### src/rtl/dmx_pkg.sv
package dmx_pkg;
  localparam int unsigned DMX_W = 8;

  typedef enum logic [2:0] {
    ST_IDLE,
    ST_PREP,
    ST_WAITG,
    ST_SRC,
    ST_RECV,
    ST_DADDR,
    ST_DDATA
  } dmx_state_e;

  typedef struct packed {
    logic             burst;
    logic             dir;
    logic [DMX_W-1:0] src;
    logic [DMX_W-1:0] dst;
  } dmx_cfg_t;
endpackage

### src/rtl/dmx_ret_sync.sv
module dmx_ret_sync #(
  parameter int unsigned STAGES = 2
) (
  input  logic clk,
  input  logic rst_n,
  input  logic ret_i,
  output logic rise_o
);
  // sh[STAGES-1] is the synchronized level, sh[STAGES] its delayed copy
  logic [STAGES:0] sh_q;

  always_ff @(posedge clk or negedge rst_n) begin
    if (!rst_n) sh_q <= '0;
    else        sh_q <= {sh_q[STAGES-1:0], ret_i};
  end

  assign rise_o = sh_q[STAGES-1] & ~sh_q[STAGES];

  // the rise pulse is exactly one cycle wide
  a_r7_single_pulse: assert property (@(posedge clk) disable iff (!rst_n)
    rise_o |=> !rise_o);
endmodule

### src/rtl/dmx_cfg_load.sv
module dmx_cfg_load
  import dmx_pkg::*;
(
  input  logic     clk,
  input  logic     rst_n,
  input  logic     cap_en,
  input  logic [1:0] idx,
  input  logic [4:0] cfg_i,
  input  logic     step,
  output dmx_cfg_t cfg_o
);
  dmx_cfg_t cfg_q, cfg_d;

  always_comb begin
    cfg_d = cfg_q;
    if (cap_en) begin
      unique case (idx)
        2'd0: begin
          cfg_d.burst    = cfg_i[0];
          cfg_d.dir      = cfg_i[1];
          cfg_d.src[7:5] = cfg_i[4:2];
        end
        2'd1: cfg_d.src[4:0] = cfg_i;
        2'd2: cfg_d.dst[7:5] = cfg_i[4:2];
        default: cfg_d.dst[4:0] = cfg_i;
      endcase
    end else if (step) begin
      cfg_d.src = cfg_q.src + DMX_W'(1);
      cfg_d.dst = cfg_q.dst + DMX_W'(1);
    end
  end

  always_ff @(posedge clk or negedge rst_n) begin
    if (!rst_n)               cfg_q <= '0;
    else if (cap_en || step)  cfg_q <= cfg_d;
  end

  assign cfg_o = cfg_q;

  // an address step moves both addresses by exactly one
  a_r8_step_both: assert property (@(posedge clk) disable iff (!rst_n)
    (step && !cap_en) |=> (cfg_o.src == $past(cfg_o.src) + 8'd1) &&
                          (cfg_o.dst == $past(cfg_o.dst) + 8'd1));
endmodule

### src/rtl/dmx_wdog.sv
module dmx_wdog #(
  parameter int unsigned LIMIT = 64
) (
  input  logic clk,
  input  logic rst_n,
  input  logic clr,
  input  logic run,
  output logic hit_o
);
  localparam int unsigned CW = $clog2(LIMIT) + 1;
  localparam logic [CW-1:0] LAST = CW'(LIMIT - 1);

  logic [CW-1:0] cnt_q;

  always_ff @(posedge clk or negedge rst_n) begin
    if (!rst_n)                    cnt_q <= '0;
    else if (clr)                  cnt_q <= '0;
    else if (run && cnt_q != LAST) cnt_q <= cnt_q + CW'(1);
  end

  assign hit_o = run && (cnt_q == LAST);
endmodule

### src/rtl/dma_xfer_ctrl.sv
module dma_xfer_ctrl
  import dmx_pkg::*;
#(
  parameter int unsigned TMO_CYC     = 64,
  parameter int unsigned BURST_LEN   = 4,
  parameter int unsigned SYNC_STAGES = 2
) (
  input  logic       clk,
  input  logic       rst_n,
  input  logic       start_i,
  input  logic       grant_i,
  input  logic       ret_i,
  input  logic [4:0] cfg_i,
  input  logic [7:0] bus_i,
  output logic       req_o,
  output logic       wr_en_o,
  output logic       done_o,
  output logic       valid_o,
  output logic       ack_o,
  output logic       tgt_o,
  output logic [7:0] bus_o,
  output logic       bus_oe_o
);
  localparam int unsigned WCW = (BURST_LEN > 1) ? $clog2(BURST_LEN) : 1;
  localparam logic [WCW-1:0] WLAST = WCW'(BURST_LEN - 1);

  // reset: asserted asynchronously, released on the clock
  logic [1:0] rs_q;
  logic       rst_sn;
  always_ff @(posedge clk or negedge rst_n) begin
    if (!rst_n) rs_q <= '0;
    else        rs_q <= {rs_q[0], 1'b1};
  end
  assign rst_sn = rs_q[1];

  dmx_state_e       state_q, state_d;
  logic [1:0]       sub_q, sub_d;
  logic [WCW-1:0]   word_q, word_d;
  logic             ack_q, ack_d;
  logic             done_q, done_d;
  logic [DMX_W-1:0] data_q;
  logic             data_en, cap_en, step;
  logic             ret_rise, tmo_hit, waiting;
  dmx_cfg_t         cfg;

  dmx_ret_sync #(.STAGES(SYNC_STAGES)) u_sync (
    .clk(clk), .rst_n(rst_sn), .ret_i(ret_i), .rise_o(ret_rise));

  dmx_cfg_load u_cfg (
    .clk(clk), .rst_n(rst_sn), .cap_en(cap_en), .idx(sub_q),
    .cfg_i(cfg_i), .step(step), .cfg_o(cfg));

  assign waiting = (state_q == ST_RECV) || (state_q == ST_DADDR) ||
                   (state_q == ST_DDATA);

  dmx_wdog #(.LIMIT(TMO_CYC)) u_wdog (
    .clk(clk), .rst_n(rst_sn), .clr(state_d != state_q),
    .run(waiting), .hit_o(tmo_hit));

  // next-state logic
  always_comb begin
    state_d = state_q;
    sub_d   = sub_q;
    word_d  = word_q;
    ack_d   = ack_q;
    done_d  = done_q;
    data_en = 1'b0;
    cap_en  = 1'b0;
    step    = 1'b0;
    unique case (state_q)
      ST_IDLE: begin
        if (start_i) begin
          state_d = ST_PREP;
          sub_d   = 2'd0;
          word_d  = '0;
          done_d  = 1'b0;
        end
      end
      ST_PREP: begin
        cap_en = 1'b1;
        if (sub_q == 2'd3) begin
          state_d = ST_WAITG;
          sub_d   = 2'd0;
        end else begin
          sub_d = sub_q + 2'd1;
        end
      end
      ST_WAITG: begin
        if (grant_i) begin
          state_d = ST_SRC;
          sub_d   = 2'd0;
        end
      end
      ST_SRC: begin
        if (sub_q == 2'd0) sub_d = 2'd1;
        else begin
          state_d = ST_RECV;
          sub_d   = 2'd0;
        end
      end
      ST_RECV: begin
        if (ret_rise) begin
          data_en = 1'b1;
          ack_d   = 1'b1;
          state_d = ST_DADDR;
          sub_d   = 2'd0;
        end else if (tmo_hit) begin
          state_d = ST_IDLE;
          done_d  = 1'b0;
        end
      end
      ST_DADDR: begin
        if (sub_q == 2'd0) sub_d = 2'd1;
        if (sub_q != 2'd0 && ret_rise) begin
          state_d = ST_DDATA;
          sub_d   = 2'd0;
          ack_d   = 1'b0;
        end else if (tmo_hit) begin
          state_d = ST_IDLE;
          ack_d   = 1'b0;
          done_d  = 1'b0;
        end
      end
      ST_DDATA: begin
        if (sub_q == 2'd0) sub_d = 2'd1;
        if (sub_q != 2'd0 && ret_rise) begin
          sub_d = 2'd0;
          if (cfg.burst && word_q != WLAST) begin
            state_d = ST_SRC;
            step    = 1'b1;
            word_d  = word_q + WCW'(1);
          end else begin
            state_d = ST_IDLE;
            done_d  = 1'b1;
          end
        end else if (tmo_hit) begin
          state_d = ST_IDLE;
          done_d  = 1'b0;
        end
      end
      default: state_d = ST_IDLE;
    endcase
  end

  // state registers
  always_ff @(posedge clk or negedge rst_sn) begin
    if (!rst_sn) begin
      state_q <= ST_IDLE;
      sub_q   <= '0;
      word_q  <= '0;
      ack_q   <= 1'b0;
      done_q  <= 1'b0;
    end else begin
      state_q <= state_d;
      sub_q   <= sub_d;
      word_q  <= word_d;
      ack_q   <= ack_d;
      done_q  <= done_d;
    end
  end

  always_ff @(posedge clk or negedge rst_sn) begin
    if (!rst_sn)      data_q <= '0;
    else if (data_en) data_q <= bus_i;
  end

  // outputs decoded from state
  logic drv_src, drv_dst, drv_dat;
  assign drv_src = (state_q == ST_SRC);
  assign drv_dst = (state_q == ST_DADDR);
  assign drv_dat = (state_q == ST_DDATA);

  assign req_o    = (state_q != ST_IDLE) && (state_q != ST_PREP);
  assign bus_oe_o = drv_src || drv_dst || drv_dat;
  assign wr_en_o  = drv_dst || drv_dat;
  assign valid_o  = (state_q == ST_RECV) || (bus_oe_o && sub_q != 2'd0);
  assign tgt_o    = (drv_src || state_q == ST_RECV) ? cfg.dir :
                    wr_en_o ? ~cfg.dir : 1'b0;
  assign bus_o    = drv_src ? cfg.src : drv_dst ? cfg.dst :
                    drv_dat ? data_q : '0;
  assign ack_o    = ack_q;
  assign done_o   = done_q;

  // nothing driven or flagged valid without the bus request
  a_r3_no_drive_without_req: assert property (@(posedge clk) disable iff (!rst_sn)
    !req_o |-> (!bus_oe_o && !valid_o));
  // valid lags a freshly driven bus by one cycle
  a_r4_valid_lags_drive: assert property (@(posedge clk) disable iff (!rst_sn)
    $rose(bus_oe_o) |-> !valid_o);
  // ack only rises after a return rise
  a_r5_ack_after_rise: assert property (@(posedge clk) disable iff (!rst_sn)
    $rose(ack_o) |-> $past(ret_rise));
  // writes always drive the bus under a held request
  a_r6_write_drives: assert property (@(posedge clk) disable iff (!rst_sn)
    wr_en_o |-> (bus_oe_o && req_o));
  // success releases the bus
  a_r9_done_releases: assert property (@(posedge clk) disable iff (!rst_sn)
    $rose(done_o) |-> (!req_o && !bus_oe_o));
  // a drop of request without done follows a timeout
  a_r10_abort_on_timeout: assert property (@(posedge clk) disable iff (!rst_sn)
    ($fell(req_o) && !done_o) |-> $past(tmo_hit));
endmodule

### config.mk
export PLATFORM = sky130hd
export DESIGN_NAME = dma_xfer_ctrl
export DESIGN_NICKNAME = d
export VERILOG_FILES = /design/src/rtl/dmx_pkg.sv /design/src/rtl/dmx_ret_sync.sv /design/src/rtl/dmx_cfg_load.sv /design/src/rtl/dmx_wdog.sv /design/src/rtl/dma_xfer_ctrl.sv
export SDC_FILE = /design/constraint.sdc
export NUM_CORES = 1
export LEC_CHECK = 0
export ABC_AREA = 1
export BUFFER_PORTS_ARGS = -buffer_cell sky130_fd_sc_hd__buf_2
export CORE_ASPECT_RATIO = 0.9
export CORE_MARGIN = 5
export CORE_UTILIZATION = 45
export CTS_CLUSTER_SIZE = 28
export DETAILED_ROUTE_END_ITERATION = 12
export PLACE_DENSITY_LB_ADDON = 0.08
export SLEW_MARGIN = 15
export SYNTH_ARGS = -nofsm -noshare
export SYNTH_HDL_FRONTEND = slang
export SYNTH_SLANG_ARGS = --single-unit
### constraint.sdc
create_clock -name clk -period 2.9 [get_ports clk]
set_input_delay 0.435 -clock clk [delete_from_list [all_inputs] [get_ports clk]]
set_output_delay 0.435 -clock clk [all_outputs]
set_load 0.02 [all_outputs]
# After elaboration in Yosys (flattened, before gate mapping)
# Index checks and enable logic that the tools add are counted.
classes:
  n_addsub: 5
  eq_ne: 28
  muxes: 51
  bitwise_logic: 3
  n_reduce_logical: 35
ops:
  columns: ["operator", "count"]
  rows:
  - ["2-to-1 mux 16 bit", 2]
  - ["2-to-1 mux 3 bit", 10]
  - ["2-to-1 mux 8 bit", 3]
  - ["case mux 3 bit (7 select lines)", 1]
  - ["!= test 2 bit, second input constant", 10]
  - ["2-to-1 mux 1 bit", 18]
  - ["2-to-1 mux 2 bit", 9]
  - ["AND reduction 3 bit", 6]
  - ["adder 8 x 1 -> 8 bit, second input constant", 2]
  - ["2-to-1 mux 7 bit", 2]
  - ["case mux 2 bit (6 select lines)", 1]
  - ["2-to-1 mux 5 bit", 2]
  - ["AND reduction 5 bit", 2]
  - ["nonzero test 2 bit", 5]
  - ["equality test 3 bit, second input constant", 3]
  - ["logical OR 1 bit", 8]
  - ["adder 7 x 1 -> 7 bit, second input constant", 1]
  - ["equality test 7 x 6 -> 1 bit, second input constant", 1]
  - ["!= test 7 x 6 -> 1 bit, second input constant", 1]
  - ["equality test 3 x 2 -> 1 bit, second input constant", 2]
  - ["logical AND 1 bit", 6]
  - ["!= test 3 x 1 -> 1 bit, second input constant", 2]
  - ["nonzero test 6 bit", 1]
  - ["adder 2 x 1 -> 2 bit, second input constant", 2]
  - ["other kinds (19)", 22]
word_totals:
  reg_bits: 47
  input_bits: 18
  output_inout_bits: 15
  wordCells: 137

# Longest topological paths before layout
# Gate-level depths: netlist of the first run.
depth:
  ltp_word: 9
  ltp_mapped: 11
  mapped_depth_nobuf: 11

# Hierarchy
# From an unflattened synthesis of the first run, not the netlist that was laid out.
unflattened:
  hier_cells: 398
  hier_area_um2: 2880.3
modules_own_cells:
  columns: ["mod", "n_inst", "cells_per_inst", "area_per_inst_um2", "seq_area_each_um2"]
  rows:
  - ["dma_xfer_ctrl", 1, 190, 1310.0, 475.5]
  - ["dmx_cfg_load", 1, 150, 1086.0, 450.4]
  - ["dmx_wdog", 1, 53, 399.1, 175.2]
  - ["dmx_ret_sync", 1, 5, 85.1, 75.1]

# Worst setup path after synthesis of the first run
# Ideal clock, no wire load.
synth_path:
  path_type: "register -> output"
  start: "register state_q[0]"
  end: "output tgt_o"
  arrival_ps: 1580
  t_required_ps: 2465
  path_slack_ps: 885
  stages_incl_launch_ff: 7
  n_path_buf: 1
  cell_sequence: "dfrtp_1 > inv_2 > nand3_2 > buf_4 > nand2_1 > inv_1 > o21ai_0"
synth_between:
  elab_chain_len: 4
  elab_cells_between_ends: 8
  cone_classes: "4 x eq/ne; 2 x mux; 2 x reduce/logical"
synth_lines:
  columns: ["item", "line", "rtl"]
  rows:
  - ["start, declared", "dma_xfer_ctrl.sv:36", "dmx_state_e state_q, state_d;"]
  - ["start signal, assigned", "dma_xfer_ctrl.sv:154", "state_q <= state_d;"]
  - ["equality test 3 bit, on equally long branches", "dma_xfer_ctrl.sv:170, dma_xfer_ctrl.sv:171", null]
  - ["logical OR 1 bit (*)", "dma_xfer_ctrl.sv:175", "assign wr_en_o = drv_dst || drv_dat;"]
  - ["named net wr_en_o", "dma_xfer_ctrl.sv:16", "output logic wr_en_o,"]
  - ["2-to-1 mux 1 bit (*)", "dma_xfer_ctrl.sv:178", "wr_en_o ? ~cfg.dir : 1'b0;"]
  - ["2-to-1 mux 1 bit (*)", "dma_xfer_ctrl.sv:177", "assign tgt_o = (drv_src || state_q == ST_RECV) ? cfg.dir :"]
  - ["end, declared", "dma_xfer_ctrl.sv:20", "output logic tgt_o,"]
# Mark *: on every way through the listed nets, which the timed path passes. The rest lies on a longest branch.

# Worst setup path in the final report of the first run
layout_path:
  start: "register state_q[2]"
  end: "output tgt_o"
layout_between:
  elab_chain_len: 4
  elab_cells_between_ends: 8
  cone_classes: "4 x eq/ne; 2 x mux; 2 x reduce/logical"
layout_lines:
  columns: ["item", "line"]
  rows:
  - ["equality test 3 bit, on equally long branches", "dma_xfer_ctrl.sv:170, dma_xfer_ctrl.sv:171"]
  - ["logical OR 1 bit", "dma_xfer_ctrl.sv:175"]
  - ["2-to-1 mux 1 bit", "dma_xfer_ctrl.sv:178"]
  - ["2-to-1 mux 1 bit (*)", "dma_xfer_ctrl.sv:177"]
# Every way passes the cells marked *; elsewhere a longest branch is shown, timed or not.

==> summary.txt, run 1 <==
Critical path
  • Worst setup SP type: flip-flop
  • Kind of critical path: reg -> out
  • Setup crit end kind: output pin
  • CP delay by family, top: simple AND/OR/NAND/NOR gates
  • Crit path DAT: 1950 ps
  • Worst path cell trace: nand3_2 > nand2_1 > inv_1 > o21ai_0 > buf_2
  • Crit path largest cell delay: 540 ps
  • Slowest CP cell: dfrtp_1
  • Buffers & Inverters on Critical Path: 2
  • Worst Path Max Fanout: 14
  • Req. time, crit path: 2470 ps

Clock tree
  • Clk Latency, worst-skew pair: 300 ps
  • CTS tree: yes
  • Max clock buf depth: 2
  • CTS root buf: clkbuf_8
  • CTS Buf Count: 5
  • Number of clock sinks: 47
  • Htree depth: 2
  • Clk slew on worst S/H paths: 100 ps
  • Post_cts resized: 0

Final layout
  • # diodes: 0
  • Final Non-Filler Cells: 455
  • Nets@finish: 410
  • Share of layout cells above drive strength 1: 0.158
  • Syn-to-layout area delta: 13.0%
  • Post-route cell area: 3040 sq um
  • FILL cells: 579

Synthesis
  • Register area share after synthesis: 0.437
  • Syn_nets: 375
  • Yosys top cell by area: dfrtp_1
  • Synth Instances: 349
  • Area fraction of the dominant cell type after synthesis: 0.437
  • Mean Syn Cell Area: 7.72 sq um
  • Top cells by area, synth: dfrtp_1 (44%), nand2_1 (12%), inv_1 (6.4%)
  • Synth Warn #: 0
  • Synthesis-stage register bit count: 47
  • Synthesized cell area: 2690 sq um
  • Count of unique library cells instantiated by Yosys: 35

Placement
  • RD Place Congestion: 0.970
  • Port Buffers: 32
  • DP Wirelength: 4800 um
  • DP Area: 2920 sq um
  • # placed instances: 446

Timing
  • Tcrit/Tclk final: 0.821
  • Final setup vio count: 0
  • Slew @ Worst Pin: 1020 ps
  • Worst Clk Skew: 9.68 ps
  • Slew Limit Fails: 0
  • Hold Fails Final Rpt: 0
  • Tmin final: 2380 ps
  • RSZ-0062 raised after global routing: no
  • Worst slew margin: 0.319
  • Setup TNS: 0 ps
  • Max Freq: 420 MHz
  • Hold slack final: 233 ps

Global routing
  • Largest net degree at the start of global routing: 46
  • Gr ovfl total: 0
  • GR Util All Layers: 0.173
  • Antenna violations before repair: 0
  • Vias in the first global route: 2105
  • Global-route wire length before repair: 10600 um

Floorplan
  • Die Area: 7640 sq um
  • Row cnt: 26
  • Die Width: 91.6 um
  • IO Pins: 33
  • Core Region: 5760 sq um
  • Initial Util: 0.468
  • Die height: 83.4 um

Pwr
  • NetSw: 1510 uW
  • Pleak: 0.00153 uW
  • Pwr/cell area: 1040 nW/um^2
  • Peak supply drop: 594 uV
  • Sequential share of power: 0.335
  • Combinational Power Share: 0.507
  • Clock share of power: 0.158
  • Switch share: 0.475
  • Internal Power: 1670 uW

Routing
  • DRC: 0
  • Vias per cell: 5.25
  • First drt pass iteration count: 5
  • Wirelength per Cell: 14.1 um
  • Vias: 2391
  • Routed wire length: 6430 um
  • Iter 0 DRT Violations: 200
  • Final ANT Viol Nets: 0

Status
  • Status: finished clean

Run
  • Max-cap violations: 0

Min path
  • Worst Hold Class: in -> reg
[registers in the layout, summed over array words and instances, names as in the netlist]
name          count
u_cfg.cfg_o      18
data_q            8
u_wdog.cnt_q      7
state_q           3
u_sync.sh_q       3
rs_q              2
sub_q             2
word_q            2
ack_o             1
done_o            1
[layout make-up]
class                   count  area [sq um]  share of cell area
inverters                  49           184              0.0604
multi-input cells         247          1300               0.427
flip-flops and latches     47          1180               0.387
clock inverters             3          47.5              0.0156
clock buffers               5          68.8              0.0226
well taps                  70          87.6              0.0288
repair buffers             34           178              0.0584
[per-stage QoR]
step,power [uW],utilization,worst slack (ps)
after floorplan,2250,-,885
after detailed placement,2680,0.507,877
final,3170,0.529,518
after global placement,2670,0.507,914
after global routing,3450,0.529,325
after CTS,3190,0.529,540
[path summary, 6_finish.rpt]
check | start | end | cells after the start | slack, ps
worst min register to register | rs_q[0]$_DFF_PN0_ | rs_q[1]$_DFF_PN0_ | 0 | 360
max in group asynchronous | rs_q[1]$_DFF_PN0_ | done_o$_DFFE_PN0P_ | 0 | 1810
worst min-delay path | ret_i | u_sync.sh_q[0]$_DFF_PN0_ | 1 | 230
worst max register to register | sub_q[0]$_DFFE_PN0P_ | u_wdog.cnt_q[0]$_DFFE_PN0P_ | 10 | 870
min in group asynchronous | rst_n | rs_q[1]$_DFF_PN0_ | 2 | 430
worst max-delay path | state_q[2]$_DFF_PN0_ | tgt_o | 5 | 520
[synth_stat cells]
| cell type | number |
|---|---|
| nand2_1 | 86 |
| dfrtp_1 | 47 |
| inv_1 | 46 |
| nor2_1 | 35 |
| o21ai_0 | 29 |
| nand3_1 | 18 |
| a31oi_1 | 10 |
| a21oi_1 | 8 |
| ha_1 | 8 |
| o221ai_1 | 7 |
| nand2_2 | 6 |
| xor2_1 | 5 |
| nor3_1 | 4 |
| o22ai_1 | 4 |
| inv_2 | 3 |
| nand3b_1 | 3 |
| o211ai_1 | 3 |
| buf_2 | 2 |
| buf_4 | 2 |
| clkbuf_1 | 2 |
| mux2_2 | 2 |
| nand3_2 | 2 |
| nand4_1 | 2 |
| nor2_2 | 2 |
| o21ai_1 | 2 |
| xnor2_1 | 2 |
| a211oi_1 | 1 |
| a22o_1 | 1 |
| a22oi_1 | 1 |
| conb_1 | 1 |
| nand2_4 | 1 |
| nand3_4 | 1 |
| nor3_2 | 1 |
| o21ai_2 | 1 |
| or2_1 | 1 |
[power by group through the flow]
stage / Combinational, uW / Clock, uW / Sequential (uW)
floorplan: 1230 / 0 / 1020
global placement: 1600 / 0 / 1070
detailed placement: 1600 / 0 / 1080
CTS: 1610 / 519 / 1060
global route: 1810 / 544 / 1100
finish: 1610 / 503 / 1060
[cell families after synthesis]
logic type	after synthesis	synth area share
AO/OA/AOI/OAI	67	0.148
XOR/XNOR	7	0.0228
adder cells (fa/ha/maj)	8	0.0372
buffers and inverters	55	0.0804
flip-flops	47	0.437
multiplexers	2	0.00836
other	1	0.00139
AND/OR/NAND/NOR	162	0.265
[layer usage]
metal	GRT usage	vias up	wire length [um]
met5	0	-	0
li1	-	1215	-
met2	0.214	83	2400
met4	0.0411	0	62
met3	0.0325	7	418
met1	0.294	1086	3550
[worst reg2reg max path: stages, from the launching register on]
cell     delay, ps
dfrtp_1        410
inv_1           90
ha_1           280
nor2_1         330
nand2_1        240
nand2_1        130
nand2_1         50
nand2_1         90
nand2_1        100
nand3_4        140
nor2_1          50
[what timing repair did]
| action | 4_1_cts | 5_1_grt |
|---|---|---|
| hold endpoints to repair | 2 | 0 |
| endpoints found under the setup margin | 0 | 0 |
| hold buffers | 1 | 0 |
| buffers inserted | 0 | 0 |
[cell usage in the layout (no fill, tap or decap), types with 4 or more instances in the layout]
master / count
a21oi_1: 8
a31oi_1: 10
buf_2: 32
clkbuf_8: 5
dfrtp_1: 46
ha_1: 8
inv_1: 46
nand2_1: 86
nand2_2: 6
nand3_1: 18
nor2_1: 35
nor3_1: 4
o21ai_0: 29
o221ai_1: 7
o22ai_1: 4
xor2_1: 5
Note: power is estimated with default switching activity, not from simulation.
==> inputs of run 2 (changes only) <==
==> constraint.sdc (replaced) <==
create_clock -name clk -period 2.3 [get_ports clk]
set_input_delay 0.345 -clock clk [delete_from_list [all_inputs] [get_ports clk]]
set_output_delay 0.345 -clock clk [all_outputs]
set_load 0.02 [all_outputs]
==> run 2 against run 1 <==
  * Die area did not move
  * Clock power rose by 26%
  * Register-to-register slack got worse by 530 ps
  * Clock skew fell by 3.8 ps
  * Sequential share of layout area fell by 0.27 points
  * Largest power group unchanged
  * Critical endpoint is now valid_o
  * Critical path type unchanged
  * Flip-flop and latch count did not move
  * Clock-buffer cell count rose by 1
  * Utilization rose by 0.43 points
==> summary.txt, run 2 (synthesized netlist as in run 1, its figures left out) <==
Status
  • Status: finished clean

Routing
  • DRC: 0 (unchanged)
  • Vias per cell: 5.14 (-2.3%)
  • Final ANT Viol Nets: 0 (unchanged)
  • Wirelength per Cell: 14.4 um (+2.2%)
  • Routed wire length: 6620 um (+2.8%)
  • First drt pass iteration count: 5 (unchanged)
  • Vias: 2352 (-1.6%)
  • Iter 0 DRT Violations: 143 (-28%)

Final layout
  • Nets@finish: 413 (+0.73%)
  • Share of layout cells above drive strength 1: 0.168 (+0.00908)
  • FILL cells: 584 (+0.86%)
  • Most frequent cells in the layout: nand2_1 (86), inv_1 (46), dfrtp_1 (45)
  • Finished Core Util: 0.533 (+0.00435)
  • # diodes: 0 (unchanged)
  • Largest register FFs: 18 (unchanged)
  • Syn-to-layout area delta: 13.9%
  • Commonest non-fill, non-tap cell in the layout: nand2_1

Pwr
  • NetSw: 1880 uW (+25%)
  • Peak supply drop: 746 uV (+25%)
  • Clock share of power: 0.157 (about the same)
  • Pwr/cell area: 1310 nW/um^2 (+25%)
  • Switch share: 0.468 (-0.00654)
  • Pleak: 0.00155 uW (+0.99%)
  • Combinational Power Share: 0.510 (+0.003)
  • Internal Power: 2140 uW (+28%)
  • Sequential share of power: 0.333 (-0.002)

Clock tree
  • CTS root buf: clkbuf_8
  • Clk slew on worst S/H paths: 90 ps (about the same)
  • Max clock buf depth: 2 (unchanged)
  • CTS tree: yes
  • Setup repair bufs after CTS: 0 (unchanged)
  • Clk Latency, worst-skew pair: 300 ps (about the same)
  • Htree depth: 2 (unchanged)
  • CTS Buf Count: 5 (unchanged)
  • Number of clock sinks: 47 (unchanged)

Global routing
  • Largest net degree at the start of global routing: 20 (-57%)
  • GR Util All Layers: 0.178 (+0.00546)
  • Gr ovfl total: 0 (unchanged)
  • Global-route wire length before repair: 11100 um (+4.2%)
  • Antenna violations before repair: 0 (unchanged)
  • Vias in the first global route: 2268 (+7.7%)

Critical path
  • Worst path cell trace: inv_2 > nor2_2 > nand2_2 > nand2_1 > nor2_1 > o22ai_1 > buf_2
  • Setup crit end kind: output pin
  • Crit path largest cell delay: 430 ps (-110 ps)
  • Worst Path Max Fanout: 10 (-4)
  • Req. time, crit path: 1960 ps (-510 ps)
  • Kind of critical path: reg -> out
  • Worst setup SP type: flip-flop
  • Slowest CP cell: dfrtp_1
  • Crit path DAT: 1780 ps (-170 ps)

Run
  • Max-cap violations: 0 (unchanged)

Timing
  • Tcrit/Tclk final: 0.923
  • Hold Fails Final Rpt: 0 (unchanged)
  • Worst Clk Skew: 5.91 ps (-3.77 ps)
  • Tmin final: 2120 ps
  • Final setup vio count: 0 (unchanged)
  • Setup TNS: 0 ps (unchanged)
  • RSZ-0062 raised after global routing: no
  • Slew Limit Fails: 0 (unchanged)
  • Max Freq: 471 MHz

Floorplan
  • Die height: 83.4 um (unchanged)
  • IO Pins: 33 (unchanged)
  • Core Region: 5760 sq um (unchanged)
  • Die Width: 91.6 um (unchanged)
  • Die Area: 7640 sq um (unchanged)
  • Row cnt: 26 (unchanged)
  • Initial Util: 0.468 (unchanged)

Placement
  • RD Place Congestion: 0.935 (-3.6%)
  • DP Wirelength: 5100 um (+6.2%)
  • Port Buffers: 32 (unchanged)

Min path
  • Worst Hold Class: in -> reg
## run 2: cell type report
type	instances	area, sq um	share of cell area
Sequential cell	47	1180	0.384
Clock inverter	2	35.0	0.0114
Timing Repair Buffer	37	200	0.0652
Tap cell	70	87.6	0.0285
Multi-Input combinational cell	247	1300	0.424
Clock buffer	6	82.6	0.0269
Inverter	49	184	0.0599
## run 2: timing repair
action / CTS / global route
hold buffers: 1 / 0
resized for setup: 0 / 1
hold endpoints to repair: 2 / 0
endpoints found under the setup margin: 0 / 1
## run 2: final timing paths
check                                     start  depth (start not counted)                          to  slack (ps)
setup reg to reg           sub_q[0]$_DFFE_PN0P_                          6  u_cfg.cfg_o[8]$_DFFE_PN0P_         340
setup / recovery           state_q[0]$_DFF_PN0_                          7                     valid_o         180
min in group asynchronous     rs_q[1]$_DFF_PN0_                          0       data_q[5]$_DFFE_PN0P_         160
hold / removal                            ret_i                          1    u_sync.sh_q[0]$_DFF_PN0_         140
max in group asynchronous     rs_q[1]$_DFF_PN0_                          1        state_q[2]$_DFF_PN0_        1560
hold reg to reg               rs_q[1]$_DFF_PN0_                          0       data_q[5]$_DFFE_PN0P_         160
## run 2: critical path, delay by kind of cell (launching register included)
family          cells  cell delay (ps)
simple gates        4              620
compound gates      1              140
buf+inv             2              290
flops               1              430
## run 2: power groups by stage
| stage | sequential (uW) | combinational [uW] | clock [uW] |
|---|---|---|---|
| floorplan | 1280 | 1560 | 0 |
| global placement | 1330 | 2030 | 0 |
| detailed placement | 1340 | 2040 | 0 |
| CTS | 1330 | 2050 | 649 |
| global route | 1370 | 2300 | 690 |
| finish | 1340 | 2050 | 632 |
## run 2: layer usage
layer | share of wire | global-route usage
met5 | 0 | 0
met4 | 0.0080 | 0.0411
met3 | 0.049 | 0.0452
met2 | 0.41 | 0.248
met1 | 0.53 | 0.274
## run 2: through the flow
step	area (sq um)	total power, uW	hold WS (ps)	worst slack [ps]	cells
after floorplan	2690	2840	49.4	375	349
after global placement	2940	3360	131	424	449
after detailed placement	2940	3380	134	371	449
after CTS	3070	4020	140	125	458
after global routing	3070	4360	127	34.4	458
final	3070	4020	145	177	458
